File: config.mk
export PLATFORM = sky130hd
export DESIGN_NAME = ccache_credit
export DESIGN_NICKNAME = d
export VERILOG_FILES = /design/src/rtl/ccache_pkg.sv /design/src/rtl/ccache_match.sv /design/src/rtl/ccache_victim.sv /design/src/rtl/ccache_credit.sv
export SDC_FILE = /design/constraint.sdc
export NUM_CORES = 1
export LEC_CHECK = 0
export BUFFER_PORTS_ARGS = -buffer_cell sky130_fd_sc_hd__buf_2
export CAP_MARGIN = 40
export CORE_MARGIN = 5
export CORE_UTILIZATION = 55
export CTS_CLUSTER_SIZE = 16
export DETAILED_ROUTE_END_ITERATION = 8
export PLACE_DENSITY = 0.75
export SYNTH_ARGS = -nofsm -noshare
export SYNTH_HDL_FRONTEND = slang
export SYNTH_SLANG_ARGS = --single-unit
File: constraint.sdc
create_clock -name clk -period 8.7 [get_ports clk]
set_input_delay 0.435 -clock clk [delete_from_list [all_inputs] [get_ports clk]]
set_output_delay 0.435 -clock clk [all_outputs]
set_load 0.005 [all_outputs]
File: src/rtl/ccache_pkg.sv
package ccache_pkg;

  typedef enum logic [1:0] {
    EV_HIT    = 2'd0,
    EV_LOAD   = 2'd1,
    EV_EVICT  = 2'd2,
    EV_REJECT = 2'd3
  } ev_kind_t;

  typedef enum logic [1:0] {
    ST_IDLE,
    ST_LOOKUP,
    ST_EVICT,
    ST_LOAD
  } st_t;

  // Room for a new entry: enough area and a free slot.
  function automatic logic room_ok(input int unsigned free_a, input int unsigned need,
                                   input logic slot_free);
    return slot_free && (free_a >= need);
  endfunction

  // Survivor credit after a victim with credit v leaves (never below zero).
  function automatic int unsigned credit_drop(input int unsigned c, input int unsigned v);
    return (c > v) ? (c - v) : 0;
  endfunction

  function automatic int unsigned area_add(input int unsigned a, input int unsigned b);
    return a + b;
  endfunction

  function automatic int unsigned area_sub(input int unsigned a, input int unsigned b);
    return (a > b) ? (a - b) : 0;
  endfunction

endpackage

File: src/rtl/ccache_match.sv
module ccache_match #(
  parameter int SLOTS = 4,
  parameter int ID_W  = 8,
  parameter int IDX_W = 2
) (
  input  logic [SLOTS-1:0]           valid,
  input  logic [SLOTS-1:0][ID_W-1:0] ids,
  input  logic [ID_W-1:0]            key,
  output logic                       hit,
  output logic [IDX_W-1:0]           hit_idx,
  output logic                       has_empty,
  output logic [IDX_W-1:0]           empty_idx
);
  // Scan from the top so the lowest index wins both searches.
  always_comb begin
    hit       = 1'b0;
    hit_idx   = '0;
    has_empty = 1'b0;
    empty_idx = '0;
    for (int i = SLOTS - 1; i >= 0; i--) begin
      if (valid[i] && ids[i] == key) begin
        hit     = 1'b1;
        hit_idx = IDX_W'(i);
      end
      if (!valid[i]) begin
        has_empty = 1'b1;
        empty_idx = IDX_W'(i);
      end
    end
  end
endmodule

File: src/rtl/ccache_victim.sv
module ccache_victim #(
  parameter int SLOTS  = 4,
  parameter int CRED_W = 8,
  parameter int IDX_W  = 2
) (
  input  logic [SLOTS-1:0]             valid,
  input  logic [SLOTS-1:0][CRED_W-1:0] credits,
  output logic                         found,
  output logic [IDX_W-1:0]             idx,
  output logic [CRED_W-1:0]            credit
);
  // Strict less-than keeps the earlier slot on equal credit.
  always_comb begin
    found  = 1'b0;
    idx    = '0;
    credit = '0;
    for (int i = 0; i < SLOTS; i++) begin
      if (valid[i] && (!found || credits[i] < credit)) begin
        found  = 1'b1;
        idx    = IDX_W'(i);
        credit = credits[i];
      end
    end
  end
endmodule

File: src/rtl/ccache_credit.sv
module ccache_credit
  import ccache_pkg::*;
#(
  parameter int SLOTS  = 4,
  parameter int ID_W   = 8,
  parameter int SIZE_W = 8,
  parameter int AREA   = 100,
  localparam int IDX_W  = (SLOTS > 1) ? $clog2(SLOTS) : 1,
  localparam int AREA_W = $clog2(AREA + 1)
) (
  input  logic              clk,
  input  logic              rst_n,
  input  logic              req_valid,
  input  logic [ID_W-1:0]   req_id,
  input  logic [SIZE_W-1:0] req_size,
  output logic              req_ready,
  output logic              evt_valid,
  output logic [1:0]        evt_kind,
  output logic [ID_W-1:0]   evt_id,
  output logic [IDX_W-1:0]  evt_slot,
  output logic [AREA_W-1:0] free_area
);

  st_t                          state;
  logic [SLOTS-1:0]             ent_valid;
  logic [SLOTS-1:0][ID_W-1:0]   ent_id;
  logic [SLOTS-1:0][SIZE_W-1:0] ent_size;
  logic [SLOTS-1:0][SIZE_W-1:0] ent_credit;
  logic [ID_W-1:0]              cur_id;
  logic [SIZE_W-1:0]            cur_size;

  logic              m_hit, m_has_empty;
  logic [IDX_W-1:0]  m_hit_idx, m_empty_idx;
  logic              v_found;
  logic [IDX_W-1:0]  v_idx;
  logic [SIZE_W-1:0] v_credit;

  ccache_match #(.SLOTS(SLOTS), .ID_W(ID_W), .IDX_W(IDX_W)) u_match (
    .valid(ent_valid), .ids(ent_id), .key(cur_id),
    .hit(m_hit), .hit_idx(m_hit_idx),
    .has_empty(m_has_empty), .empty_idx(m_empty_idx)
  );

  ccache_victim #(.SLOTS(SLOTS), .CRED_W(SIZE_W), .IDX_W(IDX_W)) u_victim (
    .valid(ent_valid), .credits(ent_credit),
    .found(v_found), .idx(v_idx), .credit(v_credit)
  );

  // Named internal events
  logic size_bad, accept, do_reject, do_hit, room, do_fit, do_evict, do_load;
  assign req_ready = (state == ST_IDLE);
  assign size_bad  = (req_size == '0) || (32'(req_size) > AREA);
  assign accept    = req_valid && req_ready;
  assign do_reject = accept && size_bad;
  assign do_hit    = (state == ST_LOOKUP) && m_hit;
  assign room      = room_ok(32'(free_area), 32'(cur_size), m_has_empty);
  assign do_fit    = (state == ST_EVICT) && room;
  assign do_evict  = (state == ST_EVICT) && !room && v_found;
  assign do_load   = (state == ST_LOAD);

  always_ff @(posedge clk) begin
    if (!rst_n) begin
      state      <= ST_IDLE;
      ent_valid  <= '0;
      ent_id     <= '0;
      ent_size   <= '0;
      ent_credit <= '0;
      cur_id     <= '0;
      cur_size   <= '0;
      free_area  <= AREA_W'(AREA);
      evt_valid  <= 1'b0;
      evt_kind   <= '0;
      evt_id     <= '0;
      evt_slot   <= '0;
    end else begin
      evt_valid <= 1'b0;
      unique case (state)
        ST_IDLE: begin
          if (do_reject) begin
            evt_valid <= 1'b1;
            evt_kind  <= EV_REJECT;
            evt_id    <= req_id;
            evt_slot  <= '0;
          end else if (accept) begin
            cur_id   <= req_id;
            cur_size <= req_size;
            state    <= ST_LOOKUP;
          end
        end
        ST_LOOKUP: begin
          if (do_hit) begin
            ent_credit[m_hit_idx] <= ent_size[m_hit_idx];
            evt_valid <= 1'b1;
            evt_kind  <= EV_HIT;
            evt_id    <= cur_id;
            evt_slot  <= m_hit_idx;
            state     <= ST_IDLE;
          end else begin
            state <= ST_EVICT;
          end
        end
        ST_EVICT: begin
          if (do_fit) begin
            state <= ST_LOAD;
          end else if (do_evict) begin
            ent_valid[v_idx] <= 1'b0;
            for (int i = 0; i < SLOTS; i++) begin
              if (ent_valid[i] && IDX_W'(i) != v_idx)
                ent_credit[i] <= SIZE_W'(credit_drop(32'(ent_credit[i]), 32'(v_credit)));
            end
            free_area <= AREA_W'(area_add(32'(free_area), 32'(ent_size[v_idx])));
            evt_valid <= 1'b1;
            evt_kind  <= EV_EVICT;
            evt_id    <= ent_id[v_idx];
            evt_slot  <= v_idx;
          end
        end
        ST_LOAD: begin
          ent_valid[m_empty_idx]  <= 1'b1;
          ent_id[m_empty_idx]     <= cur_id;
          ent_size[m_empty_idx]   <= cur_size;
          ent_credit[m_empty_idx] <= cur_size;
          free_area <= AREA_W'(area_sub(32'(free_area), 32'(cur_size)));
          evt_valid <= 1'b1;
          evt_kind  <= EV_LOAD;
          evt_id    <= cur_id;
          evt_slot  <= m_empty_idx;
          state     <= ST_IDLE;
        end
        default: state <= ST_IDLE;
      endcase
    end
  end

  // Assertions
  p_area_bound_r11: assert property (@(posedge clk) disable iff (!rst_n)
    32'(free_area) <= AREA);

  p_hit_keeps_area_r2: assert property (@(posedge clk) disable iff (!rst_n)
    (evt_valid && evt_kind == EV_HIT) |-> $stable(free_area));

  p_load_costs_area_r3: assert property (@(posedge clk) disable iff (!rst_n)
    (evt_valid && evt_kind == EV_LOAD) |-> free_area < $past(free_area));

  p_evict_frees_area_r4: assert property (@(posedge clk) disable iff (!rst_n)
    (evt_valid && evt_kind == EV_EVICT) |-> free_area > $past(free_area));

  p_reject_no_change_r9: assert property (@(posedge clk) disable iff (!rst_n)
    (evt_valid && evt_kind == EV_REJECT) |-> ($stable(free_area) && $stable(ent_valid)));

  p_busy_after_accept_r10: assert property (@(posedge clk) disable iff (!rst_n)
    (accept && !size_bad) |=> !req_ready);

  p_evict_needs_victim_r6: assert property (@(posedge clk) disable iff (!rst_n)
    (state == ST_EVICT && !room) |-> v_found);

endmodule

==> metrics.yaml <==
finalHoldViolations: 0
synthDominantCellAreaShare_pct: 27.8
status: "completed"
worstSetupStartpointType: "register"
hold_buffers: 0
post_dp_hpwl_um: 23300
place.port_buffers: 39
worstPathMaxFanout: 15
clock_tree_from_tritoncts: "built"
n_antenna_cell: 0
power.leakage_nw: 4.09
hold_path_depth: 3
synth_cells: 1317
grt_max_degree: 56
synth_sequential_area_ratio_pct: 27.8
worstPathRequired_ns: 9.03
netlist_area_sq_um: 9940
netlist.top_cell.by_area: "sky130_fd_sc_hd__dfxtp_1"
post-route-drc-count: 0
hold_path_startpoint: "req_id[3]"
groute.layer.met2.usage_pct: 47.7
groute.usage.overall_pct: 30.9
grt_pass1_wl_um: 50500
ys.flop_type: "sky130_fd_sc_hd__dfxtp_1"
antenna_violations_before_repair: 0
chipHeight_um: 144
slew_headroom_pct: 46.9
setup.worst_path.class: "register to register"
design.final.nets: 1409
r2r_start: "ent_valid[0]"
timing.reg2reg.worst_path_depth: 30
worst-r2r-setup-slack_ns: 0.82
power_per_cell_area_nw_per_um2: 157
drt_pass1_iterations: 6
worst_setup_skew_after_layout_ns: 0.0163
power.internal_w: 0.00115
post_drt_wl_per_cell_um: 20.5
rows: 49
dieWidth_um: 144
seq_power_share_pct: 40.6
timing.rr.end: "ent_credit[0]"
finalWorstPathRequiredPeriod_ns: 7.88
power_switching_share_pct: 32.5
fmax_mhz: 127
critical-path-slowest-cell: "sky130_fd_sc_hd__dfxtp_1"
drv_slew: 0
worst_setup_slack_after_placement_ns: 0.542
leading_cell_type_by_number_of_instances_after_synthesis: "sky130_fd_sc_hd__nand2_1"
timing.critical_path.arrival_ns: 8.21
yosys.cell_types.count: 72
synth.avg_cell_area_sq_um: 7.55
fin_tns_setup_ns: 0
yosys_warnings: 0
globalplace.congestion: 0.965
power_frac_clock_pct: 44.5
htree_num_levels: 4
gr-max-usage-layer: "met2"
max_slew.worst_pin.slew_ns: 0.797
cell_types_occupying_the_most_area_after_synthesis: "sky130_fd_sc_hd__dfxtp_1 28%, sky130_fd_sc_hd__nand2_1 8.9%, sky130_fd_sc_hd__ha_1 8.8%, sky130_fd_sc_hd__a21oi_1 7.5%, sky130_fd_sc_hd__nor2_1 4.8%"
final_layout_size_suffix_gt1_share_pct: 9.50
grtUsageMet1_pct: 42.2
grt.overflow.total: 0
min_period_over_period_pct: 90.6
critPathMostFrequentCell: "sky130_fd_sc_hd__ha_1"
syn-num-nets: 1412
number_of_clock_sinks: 138
start_util_pct: 55.5
power.ir.vdd_worst_uv: 177
clk_transition_reported_paths_ns: 0.08
top_level_ports: 40
synth.ff_latch_count: 138
rsz0062_at_grt: "no"
number_of_flops_mapped_to_enable_cells_by_yosys: 0
drt-total-wl_um: 31900
drt_iter0_drc: 1246
placeableCoreArea_sq_um: 17900
met3_usage_pct: 5.95
post_cts.repair.setup_buffers: 0
fin_total_pwr_w: 0.00171
clk-insertion-delay-late_ns: 0.45
grt_pass1_vias: 9253
setup.worst_path.end_class: "register"
clk_root_buffer_cell: "sky130_fd_sc_hd__clkbuf_16"
timing.hold.worst.class: "input port to register"
die_area_sq_um: 20900
async_flop_share_pct: 0
route.antenna.remaining_nets: 0
timing.final.ws_setup_ns: 0.821
setup_viol_count_final: 0
vias_per_cell: 6.45
areaGrowthSynthToFinish_pct: 9.45
vias: 10040
combPwrFrac_pct: 15.0
fillerInstances: 1620
critPathMaxStageDelay_ns: 0.50
synth.cells.most_frequent: "236 x sky130_fd_sc_hd__nand2_1, 148 x sky130_fd_sc_hd__a21oi_1, 138 x sky130_fd_sc_hd__dfxtp_1"
whs_endpoint: "cur_id[3]"
clockBufferDepth: 2
max_cap_viol_count: 0
cts_buffers: 17
p_sw_w: 0.000555
critical path: cells and delay by family (launching register included):
| kind | cells | cell delay (ns) |
|---|---|---|
| AOI/OAI and AO/OA | 17 | 4.35 |
| adders and majority gates | 5 | 1.60 |
| and+or+nand+nor | 8 | 1.34 |
| DFF | 1 | 0.50 |
per-stage QoR:
step / util [%] / std cells / hold WS (ns) / instance area (sq um)
2_1_floorplan: - / 1317 / 0.431 / 9940
3_3_place_gp: 56.9 / 1520 / 0.432 / 10200
3_5_place_dp: 57.2 / 1524 / 0.438 / 10200
4_1_cts: 60.7 / 1556 / 0.233 / 10900
5_1_grt: 60.8 / 1556 / 0.236 / 10900
6_report: 60.8 / 1556 / 0.235 / 10900
placed cells by master, fill, tap and decap left out, types with 12 or more instances in the layout:
cell                        Yosys  routed
sky130_fd_sc_hd__nor3_1        20      20
sky130_fd_sc_hd__dfxtp_1      138     138
sky130_fd_sc_hd__o211ai_1      25      25
sky130_fd_sc_hd__a21oi_1      148     145
sky130_fd_sc_hd__clkbuf_16      0      17
sky130_fd_sc_hd__o21a_1        15      14
sky130_fd_sc_hd__a311oi_1      18      18
sky130_fd_sc_hd__or3_1         12      12
sky130_fd_sc_hd__buf_4          6      20
sky130_fd_sc_hd__nand3_1       23      23
sky130_fd_sc_hd__ha_1          70      70
sky130_fd_sc_hd__nand2_1      236     236
sky130_fd_sc_hd__a211oi_1      24      24
sky130_fd_sc_hd__o21ai_0       47      46
sky130_fd_sc_hd__mux2i_1       29      29
sky130_fd_sc_hd__buf_2          8      39
sky130_fd_sc_hd__nand4_1       16      16
sky130_fd_sc_hd__or4_1         13      13
sky130_fd_sc_hd__nor2_1       126     126
sky130_fd_sc_hd__nand2b_1      13      13
sky130_fd_sc_hd__nor2b_1       13      13
sky130_fd_sc_hd__xnor2_1       45      45
sky130_fd_sc_hd__inv_1         41      41
final cells by class:
cell class	count	area (sq um)	area share, %
inverters	42	159	1.46
flip-flops and latches	138	2760	25.4
well taps	229	287	2.63
clock inverters	15	196	1.81
repair buffers	62	398	3.66
clock buffers	17	425	3.91
multi-input cells	1053	6650	61.1
metal layers:
| layer | wire, um | vias up | share of wire, % |
|---|---|---|---|
| met5 | 0 | - | 0 |
| met2 | 14300 | 533 | 45 |
| met3 | 3090 | 92 | 9.7 |
| met1 | 13300 | 4672 | 42 |
| li1 | - | 4743 | - |
| met4 | 1310 | 0 | 4.1 |
how the worst max path moves through the flow:
| stage | start | to | slack (ns) | cells past startpoint |
|---|---|---|---|---|
| detailed placement | ent_valid[0] | ent_credit[1] | 0.54 | 30 |
| floorplan | ent_valid[0] | ent_credit[14] | 0.28 | 39 |
| global placement | ent_valid[0] | ent_credit[0] | 0.84 | 30 |
| global route | ent_valid[0] | ent_credit[27] | 0.13 | 31 |
| CTS | ent_valid[0] | ent_credit[0] | 0.35 | 30 |
| finish | ent_valid[0] | ent_credit[0] | 0.82 | 30 |
logic make-up after synthesis:
| family | after synthesis | synth area share (%) |
|---|---|---|
| DFF | 138 | 27.8 |
| muxes | 32 | 3.26 |
| buffers and inverters | 126 | 5.48 |
| AOI/OAI and AO/OA | 383 | 25.6 |
| xor gates and xnor gates | 57 | 5.25 |
| adders and majority gates | 76 | 10.0 |
| and+or+nand+nor | 505 | 22.6 |
power by group through the flow:
stage	clock [W]	sequential (W)	combinational [W]
floorplan	0	0.000685	0.000196
global placement	0	0.000705	0.000242
detailed placement	0	0.000705	0.000247
CTS	0.000763	0.000691	0.000250
global route	0.000793	0.000694	0.000279
finish	0.000759	0.000693	0.000255
registers in the layout (all words and copies together) (netlist names), named ones only:
name / flops
cur_id: 8
cur_size: 8
ent_credit: 32
ent_id: 32
ent_size: 32
ent_valid: 4
evt_id: 8
evt_kind: 2
evt_slot: 2
evt_valid: 1
free_area: 7
state: 1
repair_timing:
item | 4_1_cts | 5_1_grt
endpoints found under the hold margin | 0 | 0
setup endpoints to repair | 0 | 28
resized for setup | 0 | 5
Note: power is estimated with default switching activity, not from simulation.
